## src/rtl/spi_eng_pkg.sv

```systemverilog
package spi_eng_pkg;
  localparam int unsigned LEN_W  = 5;
  localparam int unsigned EV_N   = 8;
  localparam int unsigned ADDR_W = 3;

  localparam logic [ADDR_W-1:0] A_DATA  = 3'd0;
  localparam logic [ADDR_W-1:0] A_CFG   = 3'd1;
  localparam logic [ADDR_W-1:0] A_CMD   = 3'd2;
  localparam logic [ADDR_W-1:0] A_STAT  = 3'd3;
  localparam logic [ADDR_W-1:0] A_EVENT = 3'd4;
  localparam logic [ADDR_W-1:0] A_MASK  = 3'd5;

  localparam int unsigned EV_DONE   = 0;
  localparam int unsigned EV_RX_REQ = 1;
  localparam int unsigned EV_TX_REQ = 2;
  localparam int unsigned EV_RX_OVF = 3;
  localparam int unsigned EV_RX_UNF = 4;
  localparam int unsigned EV_TX_OVF = 5;
  localparam int unsigned EV_TX_UNF = 6;
  localparam int unsigned EV_MM     = 7;

  typedef enum logic {ST_IDLE, ST_RUN} sh_state_e;

  typedef struct packed {
    logic             en;
    logic [1:0]       rx_thr;
    logic [1:0]       tx_thr;
    logic             loop;
    logic             cpha;
    logic             cpol;
    logic             lsb;
    logic [LEN_W-1:0] len_m1;
  } cfg_t;

  function automatic logic [LEN_W-1:0] bit_pos(input logic [LEN_W-1:0] idx,
                                               input logic [LEN_W-1:0] len_m1,
                                               input logic lsb);
    return lsb ? idx : LEN_W'(len_m1 - idx);
  endfunction
endpackage

```

## src/rtl/spi_eng_fifo.sv

```systemverilog
module spi_eng_fifo #(
  parameter int unsigned W     = 8,
  parameter int unsigned DEPTH = 16
) (
  input  logic                       clk_i,
  input  logic                       rst_ni,
  input  logic                       clr_i,
  input  logic                       push_i,
  input  logic [W-1:0]               data_i,
  input  logic                       pop_i,
  output logic [W-1:0]               data_o,
  output logic [$clog2(DEPTH):0]     count_o,
  output logic                       full_o,
  output logic                       empty_o
);
  localparam int unsigned AW = $clog2(DEPTH);
  localparam int unsigned CW = AW + 1;

  logic [W-1:0]  mem_q [DEPTH];
  logic [AW-1:0] wr_q, rd_q;
  logic [CW-1:0] cnt_q;
  logic          do_push, do_pop;

  assign full_o  = (cnt_q == CW'(DEPTH));
  assign empty_o = (cnt_q == '0);
  assign do_push = push_i && !full_o;
  assign do_pop  = pop_i && !empty_o;
  assign data_o  = mem_q[rd_q];
  assign count_o = cnt_q;

  function automatic logic [AW-1:0] nxt(input logic [AW-1:0] p);
    return (p == AW'(DEPTH - 1)) ? '0 : AW'(p + AW'(1));
  endfunction

  always_ff @(posedge clk_i or negedge rst_ni) begin
    if (!rst_ni) begin
      wr_q  <= '0;
      rd_q  <= '0;
      cnt_q <= '0;
    end else if (clr_i) begin
      wr_q  <= '0;
      rd_q  <= '0;
      cnt_q <= '0;
    end else begin
      if (do_push) wr_q <= nxt(wr_q);
      if (do_pop)  rd_q <= nxt(rd_q);
      cnt_q <= cnt_q + CW'(do_push) - CW'(do_pop);
    end
  end

  always_ff @(posedge clk_i) begin
    if (do_push && !clr_i) mem_q[wr_q] <= data_i;
  end

  assert_hold_when_full_R14: assert property (@(posedge clk_i) disable iff (!rst_ni)
    (push_i && full_o && !pop_i && !clr_i) |=> (cnt_q == $past(cnt_q)));
  assert_count_range_R12: assert property (@(posedge clk_i) disable iff (!rst_ni)
    cnt_q <= CW'(DEPTH));
endmodule

```

## src/rtl/spi_eng_shifter.sv

```systemverilog
module spi_eng_shifter
  import spi_eng_pkg::*;
#(
  parameter int unsigned DATA_W = 24
) (
  input  logic              clk_i,
  input  logic              rst_ni,
  input  logic              tick_i,
  input  logic              start_i,
  input  logic              abort_i,
  input  logic              enable_i,
  input  logic [LEN_W-1:0]  len_m1_i,
  input  logic              lsb_i,
  input  logic              cpol_i,
  input  logic              cpha_i,
  input  logic              loop_i,
  input  logic              tx_valid_i,
  input  logic [DATA_W-1:0] tx_word_i,
  input  logic              tx_last_i,
  input  logic              miso_i,
  output logic              tx_pop_o,
  output logic              rx_push_o,
  output logic [DATA_W-1:0] rx_word_o,
  output logic              done_o,
  output logic              unf_o,
  output logic              busy_o,
  output logic              sclk_o,
  output logic              mosi_o
);
  sh_state_e         state_q;
  logic              half_q, last_q, mosi_q;
  logic [LEN_W-1:0]  idx_q;
  logic [DATA_W-1:0] cur_q, rx_acc_q, rx_next;
  logic              run, lead, trail, smp_now, smp_bit, last_bit;
  logic              load_first, load_next;

  assign run      = (state_q == ST_RUN) && !abort_i;
  assign lead     = run && tick_i && !half_q;
  assign trail    = run && tick_i && half_q;
  assign smp_now  = cpha_i ? trail : lead;
  assign smp_bit  = loop_i ? mosi_q : miso_i;
  assign last_bit = (idx_q == len_m1_i);

  assign load_first = (state_q == ST_IDLE) && start_i && enable_i && tx_valid_i;
  assign load_next  = trail && last_bit && !last_q && tx_valid_i;
  assign tx_pop_o   = load_first || load_next;

  always_comb begin
    rx_next = rx_acc_q;
    if (smp_now) rx_next[bit_pos(idx_q, len_m1_i, lsb_i)] = smp_bit;
  end

  assign busy_o = (state_q == ST_RUN);
  assign sclk_o = cpol_i ^ half_q;
  assign mosi_o = mosi_q;

  always_ff @(posedge clk_i or negedge rst_ni) begin
    if (!rst_ni) begin
      state_q   <= ST_IDLE;
      half_q    <= 1'b0;
      last_q    <= 1'b0;
      mosi_q    <= 1'b0;
      idx_q     <= '0;
      cur_q     <= '0;
      rx_acc_q  <= '0;
      rx_word_o <= '0;
      rx_push_o <= 1'b0;
      done_o    <= 1'b0;
      unf_o     <= 1'b0;
    end else begin
      rx_push_o <= 1'b0;
      done_o    <= 1'b0;
      unf_o     <= 1'b0;
      rx_acc_q  <= tx_pop_o ? '0 : rx_next;
      if (tx_pop_o) begin
        cur_q  <= tx_word_i;
        last_q <= tx_last_i;
        idx_q  <= '0;
        half_q <= 1'b0;
        state_q <= ST_RUN;
        if (!cpha_i) mosi_q <= tx_word_i[bit_pos('0, len_m1_i, lsb_i)];
      end
      unique case (state_q)
        ST_IDLE: begin
          if (start_i && enable_i && !tx_valid_i) unf_o <= 1'b1;
        end
        ST_RUN: begin
          if (abort_i) begin
            state_q <= ST_IDLE;
            half_q  <= 1'b0;
          end else if (lead) begin
            half_q <= 1'b1;
            if (cpha_i) mosi_q <= cur_q[bit_pos(idx_q, len_m1_i, lsb_i)];
          end else if (trail) begin
            half_q <= 1'b0;
            if (last_bit) begin
              rx_push_o <= 1'b1;
              rx_word_o <= rx_next;
              if (last_q) begin
                done_o  <= 1'b1;
                state_q <= ST_IDLE;
              end else if (!tx_valid_i) begin
                unf_o   <= 1'b1;
                state_q <= ST_IDLE;
              end
            end else begin
              idx_q <= LEN_W'(idx_q + LEN_W'(1));
              if (!cpha_i)
                mosi_q <= cur_q[bit_pos(LEN_W'(idx_q + LEN_W'(1)), len_m1_i, lsb_i)];
            end
          end
        end
        default: state_q <= ST_IDLE;
      endcase
    end
  end

  assert_idle_clock_R4: assert property (@(posedge clk_i) disable iff (!rst_ni)
    (state_q == ST_IDLE) |-> (sclk_o == cpol_i));
  assert_stop_on_last_R5: assert property (@(posedge clk_i) disable iff (!rst_ni)
    done_o |-> (state_q == ST_IDLE));
  assert_single_end_R7: assert property (@(posedge clk_i) disable iff (!rst_ni)
    $onehot0({done_o, unf_o}));
  assert_no_edge_idle_R6: assert property (@(posedge clk_i) disable iff (!rst_ni)
    ((state_q == ST_IDLE) && !tx_pop_o) |=> !half_q);
endmodule

```

## src/rtl/spi_eng_events.sv

```systemverilog
module spi_eng_events #(
  parameter int unsigned N = 8
) (
  input  logic         clk_i,
  input  logic         rst_ni,
  input  logic [N-1:0] set_i,
  input  logic [N-1:0] clr_i,
  input  logic         mask_we_i,
  input  logic [N-1:0] mask_i,
  output logic [N-1:0] ev_o,
  output logic [N-1:0] mask_o,
  output logic         irq_o
);
  logic [N-1:0] ev_q, mask_q;

  always_ff @(posedge clk_i or negedge rst_ni) begin
    if (!rst_ni) begin
      ev_q   <= '0;
      mask_q <= '1;
    end else begin
      ev_q <= (ev_q & ~clr_i) | set_i;
      if (mask_we_i) mask_q <= mask_i;
    end
  end

  assign ev_o   = ev_q;
  assign mask_o = mask_q;
  assign irq_o  = |(ev_q & ~mask_q);

  assert_w1c_R8: assert property (@(posedge clk_i) disable iff (!rst_ni)
    1'b1 |=> ((ev_q & $past(clr_i & ~set_i)) == '0));
  assert_set_sticks_R8: assert property (@(posedge clk_i) disable iff (!rst_ni)
    1'b1 |=> ((ev_q & $past(set_i)) == $past(set_i)));
  assert_masked_quiet_R9: assert property (@(posedge clk_i) disable iff (!rst_ni)
    (&mask_q) |-> !irq_o);
endmodule

```

## src/rtl/spi_fifo_master.sv

```systemverilog
module spi_fifo_master
  import spi_eng_pkg::*;
#(
  parameter int unsigned DATA_W     = 24,
  parameter int unsigned BUS_W      = 32,
  parameter int unsigned FIFO_DEPTH = 16
) (
  input  logic              clk_i,
  input  logic              rst_ni,
  input  logic [ADDR_W-1:0] reg_addr_i,
  input  logic [BUS_W-1:0]  reg_wdata_i,
  input  logic              reg_we_i,
  input  logic              reg_re_i,
  output logic [BUS_W-1:0]  reg_rdata_o,
  output logic              irq_o,
  input  logic              sclk_tick_i,
  input  logic              mm_fault_i,
  output logic              sclk_o,
  output logic              mosi_o,
  input  logic              miso_i
);
  localparam int unsigned CW    = $clog2(FIFO_DEPTH) + 1;
  localparam int unsigned CFG_W = $bits(cfg_t);
  localparam logic [LEN_W-1:0] LEN_MIN = LEN_W'(3);
  localparam logic [LEN_W-1:0] LEN_MAX = LEN_W'(DATA_W - 1);

  cfg_t cfg_q, cfg_wr;
  logic wr_data, wr_cfg, wr_cmd, wr_ev, wr_mask, rd_data;
  logic cmd_start, cmd_rx_clr, cmd_tx_clr;

  logic [DATA_W:0]   tx_head;
  logic [CW-1:0]     tx_cnt, rx_cnt;
  logic              tx_full, tx_empty, rx_full, rx_empty;
  logic [DATA_W-1:0] rx_head, rx_word;
  logic              tx_pop, rx_push, sh_done, sh_unf, sh_busy;
  logic [CW-1:0]     tx_thr, rx_thr;
  logic [EV_N-1:0]   ev_set, ev_clr, ev, mask;
  logic              unused_wdata;

  assign wr_data = reg_we_i && (reg_addr_i == A_DATA);
  assign wr_cfg  = reg_we_i && (reg_addr_i == A_CFG);
  assign wr_cmd  = reg_we_i && (reg_addr_i == A_CMD);
  assign wr_ev   = reg_we_i && (reg_addr_i == A_EVENT);
  assign wr_mask = reg_we_i && (reg_addr_i == A_MASK);
  assign rd_data = reg_re_i && (reg_addr_i == A_DATA);

  assign cmd_start  = wr_cmd && reg_wdata_i[0];
  assign cmd_rx_clr = wr_cmd && reg_wdata_i[1];
  assign cmd_tx_clr = wr_cmd && reg_wdata_i[2];
  assign unused_wdata = ^reg_wdata_i[BUS_W-1:DATA_W+1];

  always_comb begin
    cfg_wr = cfg_t'(reg_wdata_i[CFG_W-1:0]);
    if (cfg_wr.len_m1 < LEN_MIN) cfg_wr.len_m1 = LEN_MIN;
    if (cfg_wr.len_m1 > LEN_MAX) cfg_wr.len_m1 = LEN_MAX;
  end

  always_ff @(posedge clk_i or negedge rst_ni) begin
    if (!rst_ni) begin
      cfg_q        <= '0;
      cfg_q.len_m1 <= LEN_W'(7);
      cfg_q.tx_thr <= 2'd3;
      cfg_q.rx_thr <= 2'd3;
    end else if (wr_cfg) begin
      cfg_q <= cfg_wr;
    end
  end

  spi_eng_fifo #(.W(DATA_W + 1), .DEPTH(FIFO_DEPTH)) u_tx_fifo (
    .clk_i, .rst_ni, .clr_i(cmd_tx_clr),
    .push_i(wr_data), .data_i(reg_wdata_i[DATA_W:0]),
    .pop_i(tx_pop), .data_o(tx_head), .count_o(tx_cnt),
    .full_o(tx_full), .empty_o(tx_empty));

  spi_eng_fifo #(.W(DATA_W), .DEPTH(FIFO_DEPTH)) u_rx_fifo (
    .clk_i, .rst_ni, .clr_i(cmd_rx_clr),
    .push_i(rx_push), .data_i(rx_word),
    .pop_i(rd_data), .data_o(rx_head), .count_o(rx_cnt),
    .full_o(rx_full), .empty_o(rx_empty));

  spi_eng_shifter #(.DATA_W(DATA_W)) u_shifter (
    .clk_i, .rst_ni, .tick_i(sclk_tick_i), .start_i(cmd_start),
    .abort_i(mm_fault_i), .enable_i(cfg_q.en), .len_m1_i(cfg_q.len_m1),
    .lsb_i(cfg_q.lsb), .cpol_i(cfg_q.cpol), .cpha_i(cfg_q.cpha),
    .loop_i(cfg_q.loop), .tx_valid_i(!tx_empty),
    .tx_word_i(tx_head[DATA_W-1:0]), .tx_last_i(tx_head[DATA_W]),
    .miso_i, .tx_pop_o(tx_pop), .rx_push_o(rx_push), .rx_word_o(rx_word),
    .done_o(sh_done), .unf_o(sh_unf), .busy_o(sh_busy),
    .sclk_o, .mosi_o);

  assign tx_thr = CW'(1) << cfg_q.tx_thr;
  assign rx_thr = CW'(1) << cfg_q.rx_thr;

  always_comb begin
    ev_set            = '0;
    ev_set[EV_DONE]   = sh_done;
    ev_set[EV_RX_REQ] = cfg_q.en && (rx_cnt >= rx_thr);
    ev_set[EV_TX_REQ] = cfg_q.en && ((CW'(FIFO_DEPTH) - tx_cnt) >= tx_thr);
    ev_set[EV_RX_OVF] = rx_push && rx_full;
    ev_set[EV_RX_UNF] = rd_data && rx_empty;
    ev_set[EV_TX_OVF] = wr_data && tx_full;
    ev_set[EV_TX_UNF] = sh_unf;
    ev_set[EV_MM]     = mm_fault_i && sh_busy;
  end
  assign ev_clr = wr_ev ? reg_wdata_i[EV_N-1:0] : '0;

  spi_eng_events #(.N(EV_N)) u_events (
    .clk_i, .rst_ni, .set_i(ev_set), .clr_i(ev_clr),
    .mask_we_i(wr_mask), .mask_i(reg_wdata_i[EV_N-1:0]),
    .ev_o(ev), .mask_o(mask), .irq_o);

  always_comb begin
    unique case (reg_addr_i)
      A_DATA:  reg_rdata_o = BUS_W'(rx_head);
      A_CFG:   reg_rdata_o = BUS_W'(cfg_q);
      A_STAT:  reg_rdata_o = BUS_W'({sh_busy, rx_empty, tx_full, cfg_q.en});
      A_EVENT: reg_rdata_o = BUS_W'(ev);
      A_MASK:  reg_rdata_o = BUS_W'(mask);
      default: reg_rdata_o = '0;
    endcase
  end

  assert_ovf_only_full_R10: assert property (@(posedge clk_i) disable iff (!rst_ni)
    (rx_push && rx_full && !rd_data && !cmd_rx_clr) |=> (rx_cnt == CW'(FIFO_DEPTH)));
  assert_start_needs_enable_R6: assert property (@(posedge clk_i) disable iff (!rst_ni)
    (!cfg_q.en && !sh_busy) |=> !sh_busy);
  assert_len_legal_R2: assert property (@(posedge clk_i) disable iff (!rst_ni)
    (cfg_q.len_m1 >= LEN_MIN) && (cfg_q.len_m1 <= LEN_MAX));
  assert_mm_abort_R14: assert property (@(posedge clk_i) disable iff (!rst_ni)
    mm_fault_i |=> !sh_busy);
endmodule

```

## config.mk

```make
export PLATFORM = sky130hd
export DESIGN_NAME = spi_fifo_master
export DESIGN_NICKNAME = d
export VERILOG_FILES = /design/src/rtl/spi_eng_pkg.sv /design/src/rtl/spi_eng_fifo.sv /design/src/rtl/spi_eng_shifter.sv /design/src/rtl/spi_eng_events.sv /design/src/rtl/spi_fifo_master.sv
export SDC_FILE = /design/constraint.sdc
export NUM_CORES = 1
export LEC_CHECK = 0
export BUFFER_PORTS_ARGS = -buffer_cell sky130_fd_sc_hd__buf_2
export CORE_MARGIN = 5
export CORE_UTILIZATION = 50
export DETAILED_ROUTE_END_ITERATION = 8
export PLACE_DENSITY = 0.69
export SETUP_SLACK_MARGIN = 0.4
export SLEW_MARGIN = 20
export SYNTH_ARGS = -nofsm -noshare
export SYNTH_HDL_FRONTEND = slang
export SYNTH_SLANG_ARGS = --single-unit
```

## constraint.sdc

```tcl
create_clock -name clk_i -period 6.4 [get_ports clk_i]
set_clock_uncertainty 0.05 [all_clocks]
set_input_delay 0.64 -clock clk_i [delete_from_list [all_inputs] [get_ports clk_i]]
set_output_delay 0.64 -clock clk_i [all_outputs]
set_load 0.05 [all_outputs]
```

Word-level counts from Yosys, hierarchy flattened:

Memories as Yosys holds them, arrays and structs flattened.
Cells that the tools add are included.

* logic and storage cells: 210
* flip-flop bits (word level): 140
* memories: 2
* RAM bits: 784

Memories
* u_tx_fifo.mem_q: depth 16, bits a word 25, read ports 1, clocked after memory_dff 0, write ports 1, RTL line spi_eng_fifo.sv:19 `logic [W-1:0] mem_q [DEPTH];`
* u_rx_fifo.mem_q: depth 16, bits a word 24, read ports 1, clocked after memory_dff 0, write ports 1, RTL line spi_eng_fifo.sv:19

* equality and inequality tests: 12
* $add $sub $neg: 12
* bitwise logic cells: 9
* shift-type cells: 2
* reductions and logical operators: 53
* order comparisons: 8
* multiplexer cells: 85

Operators by type and width (count)
* $pmux 24 s5: 1
* $mux 5: 13
* $mux 1: 50
* $mux 24: 2
* $mux 4: 12
* $logic_and 1x1->1: 34
* $bwmux 24: 1
* $lt 5x6->1 const B: 3
* $add 4x1->4 const B: 4
* $and 8x8->8: 2
* $eq 4x4->1 const B: 4
* $not 8->8: 2
* $bmux 1 s5: 3
* $add 5x1->5: 2
* $eq 5x5->1 const B: 2
* $ge 5x5->1: 2
* $logic_not 5->1: 2
* $shl 1x2->5 const A: 2
* $sub 5x1->5: 2
* $sub 5x5->5: 2
* $logic_not 1->1: 9
* $mux 8: 1
* $or 8x8->8: 1
* $reduce_bool 2->1: 4
* 17 further kinds: 21

Depth between registers and ports, before layout:

Gate-level depths: netlist of the first run.

* depth after elaboration: 16
* gate-level depth with buffers: 20
* depth with buffers taken out: 17

Hierarchy:

A second synthesis of the first run with hierarchy kept.

* cell total of the unflattened synthesis: 2293
* area, all modules: 38642.1 um^2

Modules (own cells, without submodules)
* spi_eng_fifo at u_tx_fifo: cells each 775, seq. area each 12336.8 um^2, area an instance 16143.0 um^2, times used 1
* spi_eng_fifo at u_rx_fifo: cells each 799, seq. area each 11856.4 um^2, area an instance 15642.5 um^2, times used 1
* spi_eng_shifter: cells each 504, seq. area each 2102.0 um^2, area an instance 4710.8 um^2, times used 1
* spi_fifo_master: cells each 169, seq. area each 359.1 um^2, area an instance 1517.7 um^2, times used 1
* spi_eng_events: cells each 46, seq. area each 410.4 um^2, area an instance 628.1 um^2, times used 1

Least setup slack after synthesis of the first run:

No wires, ideal clock.

* path kind: register to register
* start point: register cfg_q[0] in the netlist's numbering
* end point: register u_tx_fifo.cnt_q[4], in the netlist u_tx_fifo.count_o[4]
* buffers on the path: 3
* arrival: 3819 ps
* clock period less this slack: 4005 ps
* setup time: 137 ps
* setup slack: 2395 ps
* cell stages (with the launch flop): 21
* path through: dfstp_2 > inv_1 > clkbuf_1 > ha_1 > and4b_1 > nand3_1 > o21a_1 > or2_2 > buf_2 > inv_2 > buf_1 > ha_1 > inv_1 > ha_1 > inv_1 > fa_1 > nor2_1 > nor2_1 > nor2_1 > or3_1 > a21oi_1

* longest elaborated chain between the ends: 8

RTL lines
* start, declared: RTL line spi_fifo_master.sv:27 `cfg_t cfg_q, cfg_wr;`
* start signal, assigned: RTL line spi_fifo_master.sv:65 `cfg_q <= cfg_wr;`
* $eq 5x5->1: RTL line spi_eng_shifter.sv:42 `assign last_bit = (idx_q == len_m1_i);`
* $logic_and 1x1->1 (3 in a row): RTL line spi_eng_shifter.sv:45 `assign load_next = trail && last_bit && !last_q && tx_valid_i;`
* $logic_or 1x1->1: RTL line spi_eng_shifter.sv:46 `assign tx_pop_o = load_first || load_next;`
* $logic_and 1x1->1: RTL line spi_eng_fifo.sv:27 `assign do_pop = pop_i && !empty_o;`
* $sub 5x1->5: RTL line spi_eng_fifo.sv:47 `cnt_q <= cnt_q + CW'(do_push) - CW'(do_pop);`
* $mux 5: RTL line spi_eng_fifo.sv:40 `end else if (clr_i) begin`
* end signal, assigned: RTL line spi_eng_fifo.sv:47
* end, declared: RTL line spi_eng_fifo.sv:21 `logic [CW-1:0] cnt_q;`

Every way passes these cells.
A chain may end at the register's enable or synchronous reset.

Worst setup path in the final report of the first run:

Ends and elaborated chain as after synthesis.

==> metrics.md, run 1 <==
| Metric | Value |
|---|---|
| TritonCTS clock tree | `built` |
| Placeable Area | `0.07595 mm2` |
| Worst-case hold slack | `-0.02766 ns` |
| Number of hold buffers added after CTS | `0` |
| Final #Nets | `2310` |
| Die width | `286.9 um` |
| Number of CTS-inserted buffers | `90` |
| Worst Max-Slew Pin Slew | `1.076 ns` |
| Area enclosed by the die boundary | `0.08229 mm2` |
| Total of flip-flops plus latches after synthesis | `924` |
| Maximum fanout along the worst path | `51` |
| Global-route wire length before repair | `131.7 mm` |
| Crit. End Element | `flop` |
| Final routed wire length divided by cell count | `26.11 um` |
| Routed via count | `20165` |
| Number of violations reported at the end of detailed-routing iteration 0 | `2215` |
| Area share of the leading cell type in the synthesized netlist | `0.6143` |
| Synth cell count leaders | `sky130_fd_sc_hd__edfxtp_1, sky130_fd_sc_hd__mux4_2, sky130_fd_sc_hd__nand2_1` |
| Clock Pin Slew Worst Setup and Hold Paths | `0.06 ns` |
| Classification of the worst-slack hold path | `in -> async` |
| Crit path largest cell delay | `0.72 ns` |
| Worst relative slew slack | `0.2710` |
| Total net switching power | `0.003935 W` |
| Site row count | `101` |
| DRC violations left | `0` |
| Status | `complete, but fails checks` |
| Critical Path, Cell by Cell | `inv_1, ha_1, and4b_1, nand3_2, buf_4, o21a_1, or2_2, inv_2, ha_1, inv_1, ha_1, inv_1, fa_1, nor2_1, nor2_1, nor2_1, or3_1, a21oi_1` |
| Category of the most critical setup path | `reg -> reg` |
| CTS Root Buffer Type | `sky130_fd_sc_hd__clkbuf_16` |
| Post-DP HPWL | `50.96 mm` |
| Effective utilization at floorplan | `0.5046` |
| Resized Gates After CTS | `0` |
| Slowest cell on the critical path | `sky130_fd_sc_hd__or2_2` |
| Fraction of the cycle the final worst path needs | `0.7712` |
| Worst-case setup margin in the final layout | `1.465 ns` |
| Synth top area cells | `sky130_fd_sc_hd__edfxtp_1, sky130_fd_sc_hd__mux4_2, sky130_fd_sc_hd__dfrtp_1` |
| RSZ-0062 raised after global routing | `no` |
| Switch share | `0.2640` |
| Kind of cell adding the most delay to the critical path | `simple AND/OR/NAND/NOR gates` |
| Maximum number of pins on one net before global-route repair | `82` |
| Final Critical Period | `4.935 ns` |
| Sequential share of power | `0.482` |
| Cell variety after synth | `79` |
| Max rail drop VDD | `0.0002133 V` |
| Number of failing setup endpoints in the final timing report | `0` |
| Worst path required time | `6.84 ns` |
| Failing checks | `hold timing` |
| Total Routed Length | `87.01 mm` |
| Leakage Power | `15.55 nW` |
| GR Overflow Total | `0` |
| CTS Buffer Depth | `3` |
| Part of the Yosys area used for sequential elements | `0.7062` |
| Setup WS pre-CTS | `1.518 ns` |
| Cell-internal power | `0.01097 W` |
| Initial antenna violation count | `7` |
| Number of flops mapped to enable cells by yosys | `784` |
| Layout cell share with drive strength beyond 1 | `0.2516` |
| Most frequently used cell type in the post-synthesis netlist | `sky130_fd_sc_hd__edfxtp_1` |
| Post-CTS Setup Repair Bufs | `0` |
| Kind of start point of the critical path | `flop` |
| Signal arrival time at the worst endpoint | `5.38 ns` |
| Largest area contributor in the netlist | `sky130_fd_sc_hd__edfxtp_1` |
| Summed instance area of the synthesized netlist | `0.03833 mm2` |
| Routability congestion estimate | `0.8987` |
| Number of global-route vias before repair | `20681` |
| Proportion of power drawn by combinational gates | `0.158` |
| Buffers and inverters on the worst path | `5` |
| PwrDens | `348.2 mW/mm2` |
| GRT Resource Usage Total | `0.2127` |
| Layout-stage area growth over the synthesis result | `11.72%` |
| Total clock sinks | `924` |
| Mean cell area of the mapped netlist | `18.08 um2` |
| Detailed-route vias per instance | `6.050` |
| Max Fclk | `202.6 MHz` |
| Dominant register cell in the synthesized netlist | `sky130_fd_sc_hd__edfxtp_1` |
| Worst R2R Setup Slack | `1.46 ns` |
| Gate Count Post-Synth | `2120` |
| Final Hold Fails | `20` |
| Part of the power in the clock network | `0.360` |
| Die Height | `286.9 um` |
| Count of yosys warnings during synthesis | `0` |
| Max-capacitance violation count | `0` |
| Residual antenna-violating net count after detailed routing | `0` |
| Max-slew violation count | `0` |
| Clock H-tree levels | `3` |
| Layout filler cell count | `5617` |
| Clock insertion delay at the later pin of the skew report | `0.64 ns` |
| Share of async-settable or async-resettable flops after synthesis | `0.1515` |
| DR pass1 iterations | `5` |
| Number of port buffers | `61` |
| Ports | `77` |
| Final total negative setup slack | `0 ns` |
-- routing by layer --
metal	track usage	wire (um)	up-vias
li1	-	-	8600
met1	0.3242	38100	10660
met3	0.04718	7310	107
met4	0.04402	1269	2
met2	0.3219	40320	796
met5	0	11	-
-- cells in the final DEF (no fill, tap or decap), types with 43 or more instances in the layout --
cell	netlist	final
sky130_fd_sc_hd__edfxtp_1	784	784
sky130_fd_sc_hd__mux4_2	215	215
sky130_fd_sc_hd__nand2_1	133	133
sky130_fd_sc_hd__dfrtp_1	125	119
sky130_fd_sc_hd__nor2_1	110	98
sky130_fd_sc_hd__clkbuf_16	0	95
sky130_fd_sc_hd__mux2i_1	74	73
sky130_fd_sc_hd__o21ai_0	72	72
sky130_fd_sc_hd__buf_2	27	60
sky130_fd_sc_hd__buf_4	21	56
sky130_fd_sc_hd__mux2_2	50	50
sky130_fd_sc_hd__a21oi_1	45	45
sky130_fd_sc_hd__ha_1	43	43
-- final timing paths --
check	endpoint	cells after the start	from
min	u_rx_fifo.wr_q[3]	1	rst_ni
min in group clk_i	u_events.ev_o[4]	2	reg_re_i
min reg2reg	u_events.ev_o[0]	1	u_shifter.done_o
max in group asynchronous	u_shifter.idx_q[4]	2	rst_ni
max	u_tx_fifo.count_o[4]	18	cfg_q[0]
max reg2reg	u_tx_fifo.count_o[4]	18	cfg_q[0]
-- per-stage QoR --
stage / util / total power, W / hold WS, ns / cell area, um2 / instances
6_report: 0.5638 / 0.01491 / -0.02766 / 42820 / 3333
5_1_grt: 0.5636 / 0.01554 / 0.03541 / 42800 / 3327
4_1_cts: 0.5636 / 0.01503 / 0.0002623 / 42800 / 3327
3_5_place_dp: 0.5238 / 0.009668 / 0.3744 / 39780 / 3159
3_3_place_gp: 0.5238 / 0.009598 / 0.3896 / 39780 / 3159
2_1_floorplan: - / 0.009030 / 0.2944 / 38350 / 2127
-- power groups by stage --
stage	Sequential (W)	Clock [W]	Combinational (W)
after CTS	0.00719	0.00547	0.00237
after detailed placement	0.00732	0	0.00235
after floorplan	0.00696	0	0.00207
after global placement	0.00730	0	0.00230
final	0.00719	0.00537	0.00235
after global routing	0.00724	0.00572	0.00258
-- flip-flops by register name, summed over array words and instances (netlist names), 8 cells and up --
register             flops
cfg_q                   14
u_events.ev_o            8
u_events.mask_o          8
u_rx_fifo.mem_q        384
u_shifter.cur_q         24
u_shifter.rx_acc_q      24
u_shifter.rx_word_o     24
u_tx_fifo.mem_q        400
-- area by class of cell --
class	count	area (um2)	area share
sequential	924	27080	0.6326
inverter	43	161.4	0.003770
tap	1030	1289	0.03010
antenna	6	15.01	0.0003507
multi-input combinational	1045	10520	0.2456
clock inverter	48	496.7	0.01160
clock buffer	120	2521	0.05888
timing repair buffer	117	732.0	0.01709
-- cell families (layout without fill, tap and decap cells) --
logic type / after synthesis / after routing / synth area share
AOI/OAI and AO/OA: 226 / 226 / 0.03738
xor gates and xnor gates: 20 / 20 / 0.004570
adders and majority gates: 47 / 47 / 0.01613
buffers and inverters: 158 / 328 / 0.02181
DFF: 924 / 924 / 0.7062
muxes: 345 / 345 / 0.1645
other: 1 / 14 / 0.00009784
and+or+nand+nor: 399 / 399 / 0.04939
No activity file was read; power rests on OpenSTA's default activity.
==> inputs of run 2 (changes only) <==
==> constraint.sdc (replaced) <==
create_clock -name clk_i -period 5 [get_ports clk_i]
set_clock_uncertainty 0.05 [all_clocks]
set_input_delay 0.5 -clock clk_i [delete_from_list [all_inputs] [get_ports clk_i]]
set_output_delay 0.5 -clock clk_i [all_outputs]
set_load 0.05 [all_outputs]
==> run 2 against run 1 <==
- the flow now finishes without violations
- sequential power grew 28%
- global-route usage grew 0.16 points
- clock power grew 23%
- non-clock buffer count grew 12
- die area is the same
- highest routed layer unchanged
==> metrics.md, run 2 (same netlist as run 1, synthesis figures left out) <==
| Metric | Value |
|---|---|
| Switch share | `0.2672` |
| Site row count | `101` |
| Area taken by multi-input logic gates | `0.01051 mm2` |
| Post-DP HPWL | `52.09 mm` |
| Register area | `0.02708 mm2` |
| Top Registers | `u_tx_fifo.mem_q (400), u_rx_fifo.mem_q (384)` |
| Max-slew violation count | `0` |
| Maximum fanout along the worst path | `23` |
| Number of global-route vias before repair | `20735` |
| Global-route wire length before repair | `132.2 mm` |
| Fraction of the cycle the final worst path needs | `0.8735` |
| Worst relative slew slack | `0.3077` |
| Crit. End Element | `output pin` |
| Initial antenna violation count | `6` |
| Kind of start point of the critical path | `flop` |
| Crit path largest cell delay | `0.73 ns` |
| Sequential share of power | `0.487` |
| Max-capacitance violation count | `0` |
| Classification of the worst-slack hold path | `in -> reg` |
| Status | `completed` |
| Cell-internal power | `0.01381 W` |
| GR Overflow Total | `0` |
| Critical Path, Cell by Cell | `buf_4, mux4_2, mux4_2, nand2_1, nor2_1, a31oi_1, o21ai_0, buf_2` |
| Placeable Area | `0.07595 mm2` |
| Highest-count cells in the layout ignoring fill and taps | `sky130_fd_sc_hd__edfxtp_1, sky130_fd_sc_hd__mux4_2, sky130_fd_sc_hd__nand2_1, sky130_fd_sc_hd__dfrtp_1, sky130_fd_sc_hd__nor2_1` |
| Final routed wire length divided by cell count | `26.29 um` |
| Slowest cell on the critical path | `sky130_fd_sc_hd__dfrtp_4` |
| CTS Buffer Depth | `3` |
| Signal arrival time at the worst endpoint | `3.82 ns` |
| GRT Resource Usage Total | `0.2142` |
| CTS Root Buffer Type | `sky130_fd_sc_hd__clkbuf_16` |
| Worst r2r src | `cfg_q[0]` |
| Proportion of power drawn by combinational gates | `0.163` |
| Final Critical Period | `4.368 ns` |
| Total non-filler cell area in the finished layout | `0.04281 mm2` |
| Leakage Power | `15.56 nW` |
| Layout cell share with drive strength beyond 1 | `0.2543` |
| Beginning of the critical path | `u_rx_fifo.rd_q[0]` |
| Resized Gates After CTS | `0` |
| DRC violations left | `0` |
| Area after DPL | `0.03990 mm2` |
| Worst Max-Slew Pin Slew | `1.038 ns` |
| PwrDens | `440.2 mW/mm2` |
| Die Height | `286.9 um` |
| Category of the most critical setup path | `reg -> out` |
| Kind of cell adding the most delay to the critical path | `multiplexers` |
| Final total negative setup slack | `0 ns` |
| Part of the power in the clock network | `0.350` |
| Max rail drop VDD | `0.0002519 V` |
| Maximum number of pins on one net before global-route repair | `90` |
| Most common cell after layout, fill and taps aside | `sky130_fd_sc_hd__edfxtp_1` |
| Residual antenna-violating net count after detailed routing | `0` |
| Clock insertion delay at the later pin of the skew report | `0.64 ns` |
| Effective utilization at floorplan | `0.5046` |
| Number of CTS-inserted buffers | `91` |
| DR pass1 iterations | `5` |
| Total power consumption of the routed design | `0.01885 W` |
| Clock Pin Slew Worst Setup and Hold Paths | `0.06 ns` |
| Register with the most flip-flops | `u_tx_fifo.mem_q` |
| Max Fclk | `229.0 MHz` |
| Start point of the worst hold path | `reg_re_i` |
| Die width | `286.9 um` |
| Ports | `77` |
| Layout filler cell count | `5661` |
| Detailed-route vias per instance | `6.056` |
| Cell type with the highest occurrence count on the critical path | `sky130_fd_sc_hd__mux4_2` |
| Final Hold Fails | `0` |
| Worst path required time | `4.45 ns` |
| Layout-stage area growth over the synthesis result | `11.69%` |
| Total Routed Length | `87.78 mm` |
| Final #Nets | `2323` |
| Number of failing setup endpoints in the final timing report | `0` |
| Area enclosed by the die boundary | `0.08229 mm2` |
| Number of port buffers | `61` |
| Clock H-tree levels | `3` |
| Number of violations reported at the end of detailed-routing iteration 0 | `2288` |
| RSZ-0062 raised after global routing | `no` |
| Routed via count | `20222` |
| Total net switching power | `0.005036 W` |
| TritonCTS clock tree | `built` |
| Max FFs per register | `400` |
| Filler-free cell count of the finished design | `3339` |
| Number of cells after detailed placement | `3170` |
| Routability congestion estimate | `0.9191` |
| Total clock sinks | `924` |
| Buffers and inverters on the worst path | `2` |
run 2: worst paths after layout:
kind,end,slack [ns],cells past startpoint
max in group asynchronous,u_shifter.rx_word_o[8],3.19,3
min in group asynchronous,u_rx_fifo.count_o[2],0.46,2
max,reg_rdata_o[0],0.63,8
max reg2reg,u_tx_fifo.count_o[4],1.04,18
min,u_events.ev_o[4],0.11,2
min reg2reg,u_events.ev_o[0],0.39,1
run 2: metal layers:
metal	vias to the layer above	wire [um]	global-route usage
li1	8603	-	-
met4	4	1105	0.03956
met1	10711	37950	0.3229
met2	805	41610	0.3354
met5	-	34	0
met3	99	7084	0.04116
run 2: power groups by stage:
stage	Sequential (W)	Combinational, W	Clock (W)
after floorplan	0.00891	0.00265	0
after global routing	0.00923	0.00337	0.00706
after CTS	0.00918	0.00311	0.00670
after global placement	0.00932	0.00301	0
final	0.00917	0.00308	0.00659
after detailed placement	0.00934	0.00309	0
run 2: layout make-up:
type                    count  share of cell area
repair buffers            129             0.02014
diodes                      5           0.0002923
multi-input cells        1045              0.2455
inverters                  43            0.003771
clock buffers             117             0.05863
well taps                1030             0.03011
clock inverters            46            0.008798
flip-flops and latches    924              0.6327
run 2: worst register-to-register path, cell delays in order (launching register included):
cell                      delay, ns
sky130_fd_sc_hd__dfstp_2       0.68
sky130_fd_sc_hd__inv_1         0.07
sky130_fd_sc_hd__buf_4         0.21
sky130_fd_sc_hd__ha_1          0.36
sky130_fd_sc_hd__and4b_1       0.31
sky130_fd_sc_hd__nand3_2       0.09
sky130_fd_sc_hd__o21a_1        0.20
sky130_fd_sc_hd__or2_2         0.30
sky130_fd_sc_hd__inv_2         0.10
sky130_fd_sc_hd__ha_1          0.24
sky130_fd_sc_hd__inv_1         0.06
sky130_fd_sc_hd__ha_1          0.17
sky130_fd_sc_hd__inv_1         0.06
sky130_fd_sc_hd__fa_1          0.43
sky130_fd_sc_hd__nor2_1        0.12
sky130_fd_sc_hd__nor2_1        0.05
sky130_fd_sc_hd__nor2_1        0.13
sky130_fd_sc_hd__or3_1         0.14
sky130_fd_sc_hd__a21oi_1       0.06
run 2: per-stage QoR:
step | setup slack [ns] | hold WS, ns | util
detailed placement | 1.073 | 0.3688 | 0.5253
global route | 0.4751 | 0.08682 | 0.5635
floorplan | 0.9947 | 0.1544 | -
global placement | 1.083 | 0.3735 | 0.5253
finish | 0.6325 | 0.1134 | 0.5636
CTS | 0.5999 | 0.07080 | 0.5635
run 2: repair_timing:
action                    CTS  global route
hold buffers                1             0
buffers inserted            0             0
hold endpoints to repair   73             0
